### config.mk
export PLATFORM = sky130hd
export DESIGN_NAME = pred_inc_vec
export DESIGN_NICKNAME = d
export VERILOG_FILES = /design/src/rtl/pinc_pkg.sv /design/src/rtl/pinc_pop_count.sv /design/src/rtl/pinc_lane_add.sv /design/src/rtl/pred_inc_vec.sv
export SDC_FILE = /design/constraint.sdc
export NUM_CORES = 2
export LEC_CHECK = 0
export ABC_AREA = 1
export BUFFER_PORTS_ARGS = -buffer_cell sky130_fd_sc_hd__buf_2
export CAP_MARGIN = 40
export CORE_MARGIN = 3
export CORE_UTILIZATION = 60
export DETAILED_ROUTE_END_ITERATION = 6
export PLACE_DENSITY = 0.94
export SYNTH_ARGS = -nofsm -noshare
export SYNTH_HDL_FRONTEND = slang
export SYNTH_SLANG_ARGS = --single-unit
### constraint.sdc
create_clock -name clk -period 1.6 [get_ports clk]
set_clock_uncertainty 0.05 [all_clocks]
set_input_delay 0.16 -clock clk [delete_from_list [all_inputs] [get_ports clk]]
set_output_delay 0.16 -clock clk [all_outputs]
set_load 0.02 [all_outputs]
### src/rtl/pinc_pkg.sv
package pinc_pkg;

  // Lane width selector; the numeric value feeds the shift 8 << code.
  typedef enum logic [1:0] {
    SZ_RSVD = 2'b00,
    SZ_HALF = 2'b01,
    SZ_WORD = 2'b10,
    SZ_DBL  = 2'b11
  } lane_sz_e;

  localparam int unsigned MIN_VLEN = 128;
  localparam int unsigned MAX_VLEN = 2048;

  function automatic bit vlen_ok(input int unsigned v);
    return (v >= MIN_VLEN) && (v <= MAX_VLEN) && ((v & (v - 1)) == 0);
  endfunction

endpackage

### src/rtl/pinc_pop_count.sv
// Counts mask bits sampled at a fixed stride (one sample per lane).
module pinc_pop_count #(
  parameter int unsigned P_BITS = 32,
  parameter int unsigned STRIDE = 2,
  parameter int unsigned CW     = 5
) (
  input  logic [P_BITS-1:0] pred,
  output logic [CW-1:0]     cnt
);
  localparam int unsigned LANES = P_BITS / STRIDE;

  always_comb begin
    cnt = '0;
    for (int e = 0; e < LANES; e++) begin
      cnt = cnt + CW'(pred[e*STRIDE]);
    end
  end

endmodule

### src/rtl/pinc_lane_add.sv
// Adds one count to every lane of width EW; each lane wraps on its own.
module pinc_lane_add #(
  parameter int unsigned VLEN = 256,
  parameter int unsigned EW   = 16,
  parameter int unsigned CW   = 5
) (
  input  logic [VLEN-1:0] vec,
  input  logic [CW-1:0]   cnt,
  output logic [VLEN-1:0] sum
);
  localparam int unsigned LANES = VLEN / EW;

  logic [EW-1:0] inc;
  assign inc = EW'(cnt);

  for (genvar g = 0; g < LANES; g++) begin : g_lane
    assign sum[g*EW +: EW] = vec[g*EW +: EW] + inc;
  end

endmodule

### src/rtl/pred_inc_vec.sv
module pred_inc_vec
  import pinc_pkg::*;
#(
  parameter int unsigned VLEN = 256
) (
  input  logic              clk,
  input  logic              rst_n,
  input  logic              start_i,
  input  logic [1:0]        size_i,
  input  logic [VLEN-1:0]   vec_i,
  input  logic [VLEN/8-1:0] pred_i,
  output logic [VLEN-1:0]   res_o,
  output logic              valid_o,
  output logic              undef_o
);
  localparam int unsigned PLEN    = VLEN / 8;
  localparam int unsigned MAX_CNT = VLEN / 16;
  localparam int unsigned CW      = $clog2(MAX_CNT + 1);

  // reject unsupported vector widths at elaboration.
  if (!vlen_ok(VLEN)) begin : g_bad_vlen
    $error("pred_inc_vec: VLEN must be a power of two in [128,2048]");
  end

  logic [VLEN-1:0] sum_by_sz [1:3];

  // One counter and one adder bank per legal lane width.
  for (genvar s = 1; s < 4; s++) begin : g_width
    logic [CW-1:0] cnt;

    pinc_pop_count #(
      .P_BITS (PLEN),
      .STRIDE (1 << s),
      .CW     (CW)
    ) u_cnt (
      .pred (pred_i),
      .cnt  (cnt)
    );

    pinc_lane_add #(
      .VLEN (VLEN),
      .EW   (8 << s),
      .CW   (CW)
    ) u_add (
      .vec (vec_i),
      .cnt (cnt),
      .sum (sum_by_sz[s])
    );
  end

  logic [VLEN-1:0] res_d, res_q;
  logic            valid_d, valid_q;
  logic            undef_d, undef_q;
  logic            res_en;

  assign res_en = start_i;

  always_comb begin
    res_d   = res_q;
    valid_d = 1'b0;
    undef_d = 1'b0;
    if (start_i) begin
      valid_d = 1'b1;
      unique case (lane_sz_e'(size_i))
        SZ_HALF: res_d = sum_by_sz[1];
        SZ_WORD: res_d = sum_by_sz[2];
        SZ_DBL:  res_d = sum_by_sz[3];
        default: begin
          res_d   = vec_i;
          undef_d = 1'b1;
        end
      endcase
    end
  end

  always_ff @(posedge clk or negedge rst_n) begin
    if (!rst_n) begin
      res_q   <= '0;
      valid_q <= 1'b0;
      undef_q <= 1'b0;
    end else begin
      valid_q <= valid_d;
      undef_q <= undef_d;
      if (res_en) begin
        res_q <= res_d;
      end
    end
  end

  assign res_o   = res_q;
  assign valid_o = valid_q;
  assign undef_o = undef_q;

endmodule

==> summary.txt, run 1 <==
Synthesis
  • Mapped Area: 0.03724 sq mm
  • Mapped Nets: 7,193
  • Synth cell types: 52
  • Ranking of synthesized cells by area: nand2_1 23%, dfrtp_1 17%, nand3_1 13%
  • Mean Syn Cell Area: 5.549 sq um
  • Top cell type by total area after synthesis: nand2_1
  • Post-synth EDFFs: 0
  • Most used DFF post-synth: dfrtp_1
  • Mapped Cells: 6,711
  • Share of the synthesized area in the top cell type: 0.2293
  • Async SR Flop Fraction: 1.000
  • Synth warn: 0
  • #FFs+latches synth: 258
  • Sequential area share after synthesis: 0.1734

Floorplanning
  • Initial Util: 0.6113
  • Die Ht: 255.1 um
  • Die X: 255.1 um
  • Num rows: 90
  • I/O pin total: 551

Clock tree
  • Clock tree root driver cell: clkbuf_16
  • CTS H-tree depth: 2
  • Total CTS buffers: 35
  • Clock Sink Count: 258
  • Clock Path Buffers: 3

Global route
  • Grt ovf: 2,459
  • Largest net degree at the start of global routing: 75
  • First-pass GRT wire length: 492,100 um
  • Overall Global Routing Usage: 0.9619
  • Vias in the first global route: 80,780

Placed design
  • Placed instance count: 9,142
  • Gpl congestion: 1.197
  • Port bufs: 534
  • HPWL after DPL: 159,600 um

Status
  • Error: [ERROR GRT-0116] Global routing finished with congestion. Check the congestion regions in the DRC Viewer.
  • Failed at: global routing (5_1_grt)
  • Status: stopped before the end
==> cell families after synthesis <==
family                   Yosys count  synth area share
AND/OR/NAND/NOR                 4333            0.5114
AO/OA/AOI/OAI                    985            0.1396
XOR/XNOR                          27          0.006350
flip-flops                       258            0.1734
buffers and inverters            919           0.09709
adder cells (fa/ha/maj)          189           0.07217
==> cells in the mapped netlist (all sizes together) (2+ instances only) <==
master	number
nand2	2341
a21oi	450
inv	688
dlygate4sd1	2
a22o	6
nor3b	2
a221oi	10
o31ai	3
xor2	14
and2	10
o21ai	427
a211oi	2
o22ai	17
nand3b	22
a41oi	8
o2111ai	7
a21o	8
clkbuf	133
clkinv	4
nor2	742
buf	92
or2	13
nor3	43
a31oi	15
dfrtp	258
nand4	181
nand3	977
ha	146
o211ai	23
xnor2	13
o21bai	6
fa	43
==> metal layers <==
metal | GRT overflow | track usage
met1 | 137 | 0.9084
met4 | 694 | 1.020
met2 | 1443 | 1.093
met3 | 165 | 0.8753
met5 | 20 | 0.7070
==> timing repair <==
item | CTS
hold buffers | 17
hold endpoints to repair | 274
resized for setup | 382
pin swaps | 141
endpoints found under the setup margin | 257
setup buffers | 37
==> metrics by stage <==
step | area, sq um | util | setup WS (ns) | setup TNS [ns]
2_1_floorplan | 37670 | - | -3.860 | -887.61
3_3_place_gp | 51140 | 0.8395 | -3.669 | -871.29
3_5_place_dp | 51140 | 0.8395 | -3.881 | -913.11
4_1_cts | 54240 | 0.8903 | -3.171 | -743.94
==> inputs of run 2 (changes only) <==
CORE_UTILIZATION = 40   (was 60)
PLACE_DENSITY = unset   (was 0.94)
PLACE_DENSITY_LB_ADDON = 0.15   (was unset)
==> run 2 against run 1 <==
  * The flow now finishes, with violations (hold timing, setup timing)
  * Synthesized cell count unchanged
  * Synthesized area stayed put
==> summary.txt, run 2 <==
Setup path
  • Worst path cell trace: buf_8 -> ha_4 -> inv_2 -> fa_1 -> fa_1 -> fa_1 -> fa_1 -> fa_2 -> fa_2 -> clkinvlp_4 -> buf_6 -> buf_12 -> fa_2 -> nand3_2 -> nand2_4 -> nand2_4 -> a21oi_2 -> o21ai_1 -> inv_1 -> nand2_1 -> nand2_1 -> nand2_1 -> nand2_1 -> nand2_1
  • Critical path capture point type: flop
  • CP delay by family, top: adder cells
  • Worst setup startpoint: pred_i[0]
  • Critical Path Max Stage Delay: 0.64 ns
  • Worst EP required: 2.12 ns
  • Crit path max-delay cell type: fa_2
  • R2r worst-path depth: 2
  • RR Endpoint: res_o[0]
  • Bufs and invs on worst path: 6
  • CP most frequent cell: nand2_1
  • Crit-path max FO: 5
  • Critical path class: in -> reg
  • Worst path arrival time: 5.19 ns
  • FF-to-FF Start: res_o[0]
  • Crit start category: input port
  • R2R setup slack: 0.57 ns

Synthesis
  • Top cell type by total area after synthesis: nand2_1
  • Mapped Area: 0.03724 sq mm (unchanged)
  • Async SR Flop Fraction: 1.000 (unchanged)
  • Post-synth EDFFs: 0 (unchanged)
  • Top cell types by occurrence after synthesis: 2,275 x nand2_1, 973 x nand3_1, 645 x inv_1
  • #FFs+latches synth: 258 (unchanged)
  • Ranking of synthesized cells by area: nand2_1 23%, dfrtp_1 17%, nand3_1 13%
  • Most used DFF post-synth: dfrtp_1
  • Mapped Cells: 6,711 (unchanged)
  • Synth warn: 0 (unchanged)
  • Sequential area share after synthesis: 0.1734 (unchanged)
  • Share of the synthesized area in the top cell type: 0.2293 (unchanged)
  • Mean Syn Cell Area: 5.549 sq um (unchanged)
  • Mapped Nets: 7,193 (unchanged)
  • Top-count cell post-synth: nand2_1
  • Synth cell types: 52 (unchanged)

Floorplanning
  • Die Ht: 311.1 um (+22%)
  • Die X: 311.1 um (+22%)
  • Die Area: 0.09680 sq mm
  • I/O pin total: 551 (unchanged)
  • Initial Util: 0.4051 (-0.2063)
  • CORE AREA: 0.09194 sq mm
  • Num rows: 111 (+23%)

Clock tree
  • CTS tree: yes
  • Clock Path Buffers: 3 (unchanged)
  • Clock tree root driver cell: clkbuf_16
  • Latest clock arrival within the worst-skew pair: 0.64 ns
  • Reg clk slew, reported paths: 0.06 ns
  • CTS H-tree depth: 2 (unchanged)
  • Clock Sink Count: 258 (unchanged)
  • Total CTS buffers: 38 (+8.6%)

Cells and area
  • Max reg flops: 256
  • Commonest non-fill, non-tap cell in the layout: nand2_1
  • Share of cells above drive strength 1: 0.3553
  • Layout net count: 9,214
  • Most frequent cells in the layout: 2,044 x nand2_1, 1,462 x buf_4, 835 x nand3_1
  • Util after Layout: 0.6499
  • Area growth from synthesis to layout: 60.45%

Route
  • DRC: 0
  • DR vias/cell: 5.603
  • Iter 0 DRT Violations: 6,449
  • Drt wl/cell: 21.42 um
  • ANT nets after route: 0
  • Via count: 56,110
  • Total wire length: 214,500 um
  • Drt pass-1 iters: 7

Global route
  • Largest net degree at the start of global routing: 51
  • Initial antenna violation count: 20
  • Grt ovf: 0
  • Overall Global Routing Usage: 0.4191
  • Vias in the first global route: 51,630
  • First-pass GRT wire length: 313,800 um

Timing
  • TNS Setup: -727.71 ns
  • Final Hold Viols: 1
  • RSZ-0062 raised after global routing: true
  • Slew Limit Headroom: 0.5767
  • Setup WS post-layout: -3.067 ns
  • Post-route minimum period: 4.667 ns
  • Max Freq: 214.3 MHz
  • Pins over their slew limit: 0
  • Final clock period utilization by the worst path: 2.917
  • Worst-margin pin slew: 0.6284 ns
  • Setup Viol. Count Final: 265
  • Tightest hold margin: -0.006643 ns

Placed design
  • Port bufs: 534 (unchanged)
  • DP Worst Slack: -3.875 ns (+0.006750 ns)
  • HPWL after DPL: 167,200 um (+4.7%)
  • Gpl congestion: 1.056 (-12%)

Hold path
  • Critical hold path startpoint: vec_i[139]
  • Hold-critical path depth: 6
  • Hold endpoint: res_o[139]
  • Hold crit path type: in -> reg

Pwr
  • Worst vdd ir: 1.336 mV
  • Power density cells: 1146 mW/mm^2
  • Standby leakage power: 30.43 nW

Status
  • Status: finished with violations
  • Failing checks: hold timing, setup timing

Job
  • Max Cap Violations: 0
==> run 2: cell counts after synthesis <==
Identical to the previous run, type by type.
==> run 2: worst min-delay path, stage by stage <==
cell     delay [ns]
buf_2          0.12
buf_4          0.13
o21ai_1        0.06
nand3_1        0.08
nand2_1        0.05
nand2_1        0.05
==> run 2: cell type report <==
| cell class | instances | area [sq um] |
|---|---|---|
| multi-input cells | 5534 | 30780 |
| repair buffers | 2208 | 16940 |
| clock inverters | 18 | 274.0 |
| inverters | 692 | 2628 |
| clock buffers | 50 | 1090 |
| diodes | 11 | 27.53 |
| flip-flops and latches | 258 | 6456 |
| well taps | 1243 | 1555 |
| fillers | 8774 | 32190 |
==> run 2: report_power, final <==
group / total [mW] / switching (mW) / internal (mW)
combinational: 49.7 / 27.9 / 21.9
sequential: 8.89 / 1.14 / 7.75
clock: 9.86 / 4.07 / 5.79
total: 68.5 / 33.1 / 35.4
==> run 2: worst max-delay path by stage <==
| stage | depth (start not counted) | to | slack (ns) |
|---|---|---|---|
| 6_report | 24 | res_o[118] | -3.07 |
| 5_1_grt | 25 | res_o[76] | -3.22 |
| 4_1_cts | 23 | res_o[118] | -3.11 |
| 3_5_place_dp | 22 | res_o[27] | -3.87 |
| 3_3_place_gp | 22 | res_o[27] | -3.80 |
| 2_1_floorplan | 19 | res_o[9] | -3.86 |
==> run 2: logic make-up after synthesis <==
family | after synthesis | synth area share
AOI/OAI and AO/OA | 985 | 0.1396
DFF | 258 | 0.1734
xor gates and xnor gates | 27 | 0.006350
adders and majority gates | 189 | 0.07217
and+or+nand+nor | 4333 | 0.5114
buffers and inverters | 919 | 0.09709
==> run 2: per-stage QoR <==
stage | cell area [sq um] | power (mW) | instances
floorplan | 37670 | 26.71 | 6711
global placement | 53940 | 44.33 | 9833
detailed placement | 53940 | 44.87 | 9833
CTS | 58090 | 62.36 | 9982
global route | 59750 | 71.87 | 10010
finish | 59750 | 68.50 | 10010
==> run 2: routing by layer <==
layer / global-route usage / up-vias / routed length, um
li1: - / 26190 / -
met1: 0.5662 / 26120 / 87450
met2: 0.6360 / 3189 / 90510
met3: 0.09704 / 589 / 24920
met4: 0.1861 / 14 / 11560
met5: 0.004941 / - / 96
==> run 2: timing repair <==
action / CTS / global route
endpoints found under the hold margin: 300 / 0
buffers inserted: 27 / 25
cloned: 4 / 0
pin swaps: 235 / 252
hold buffers: 55 / 0
resized for setup: 485 / 380
setup endpoints to repair: 259 / 263
(Power assumes the default switching activity.)
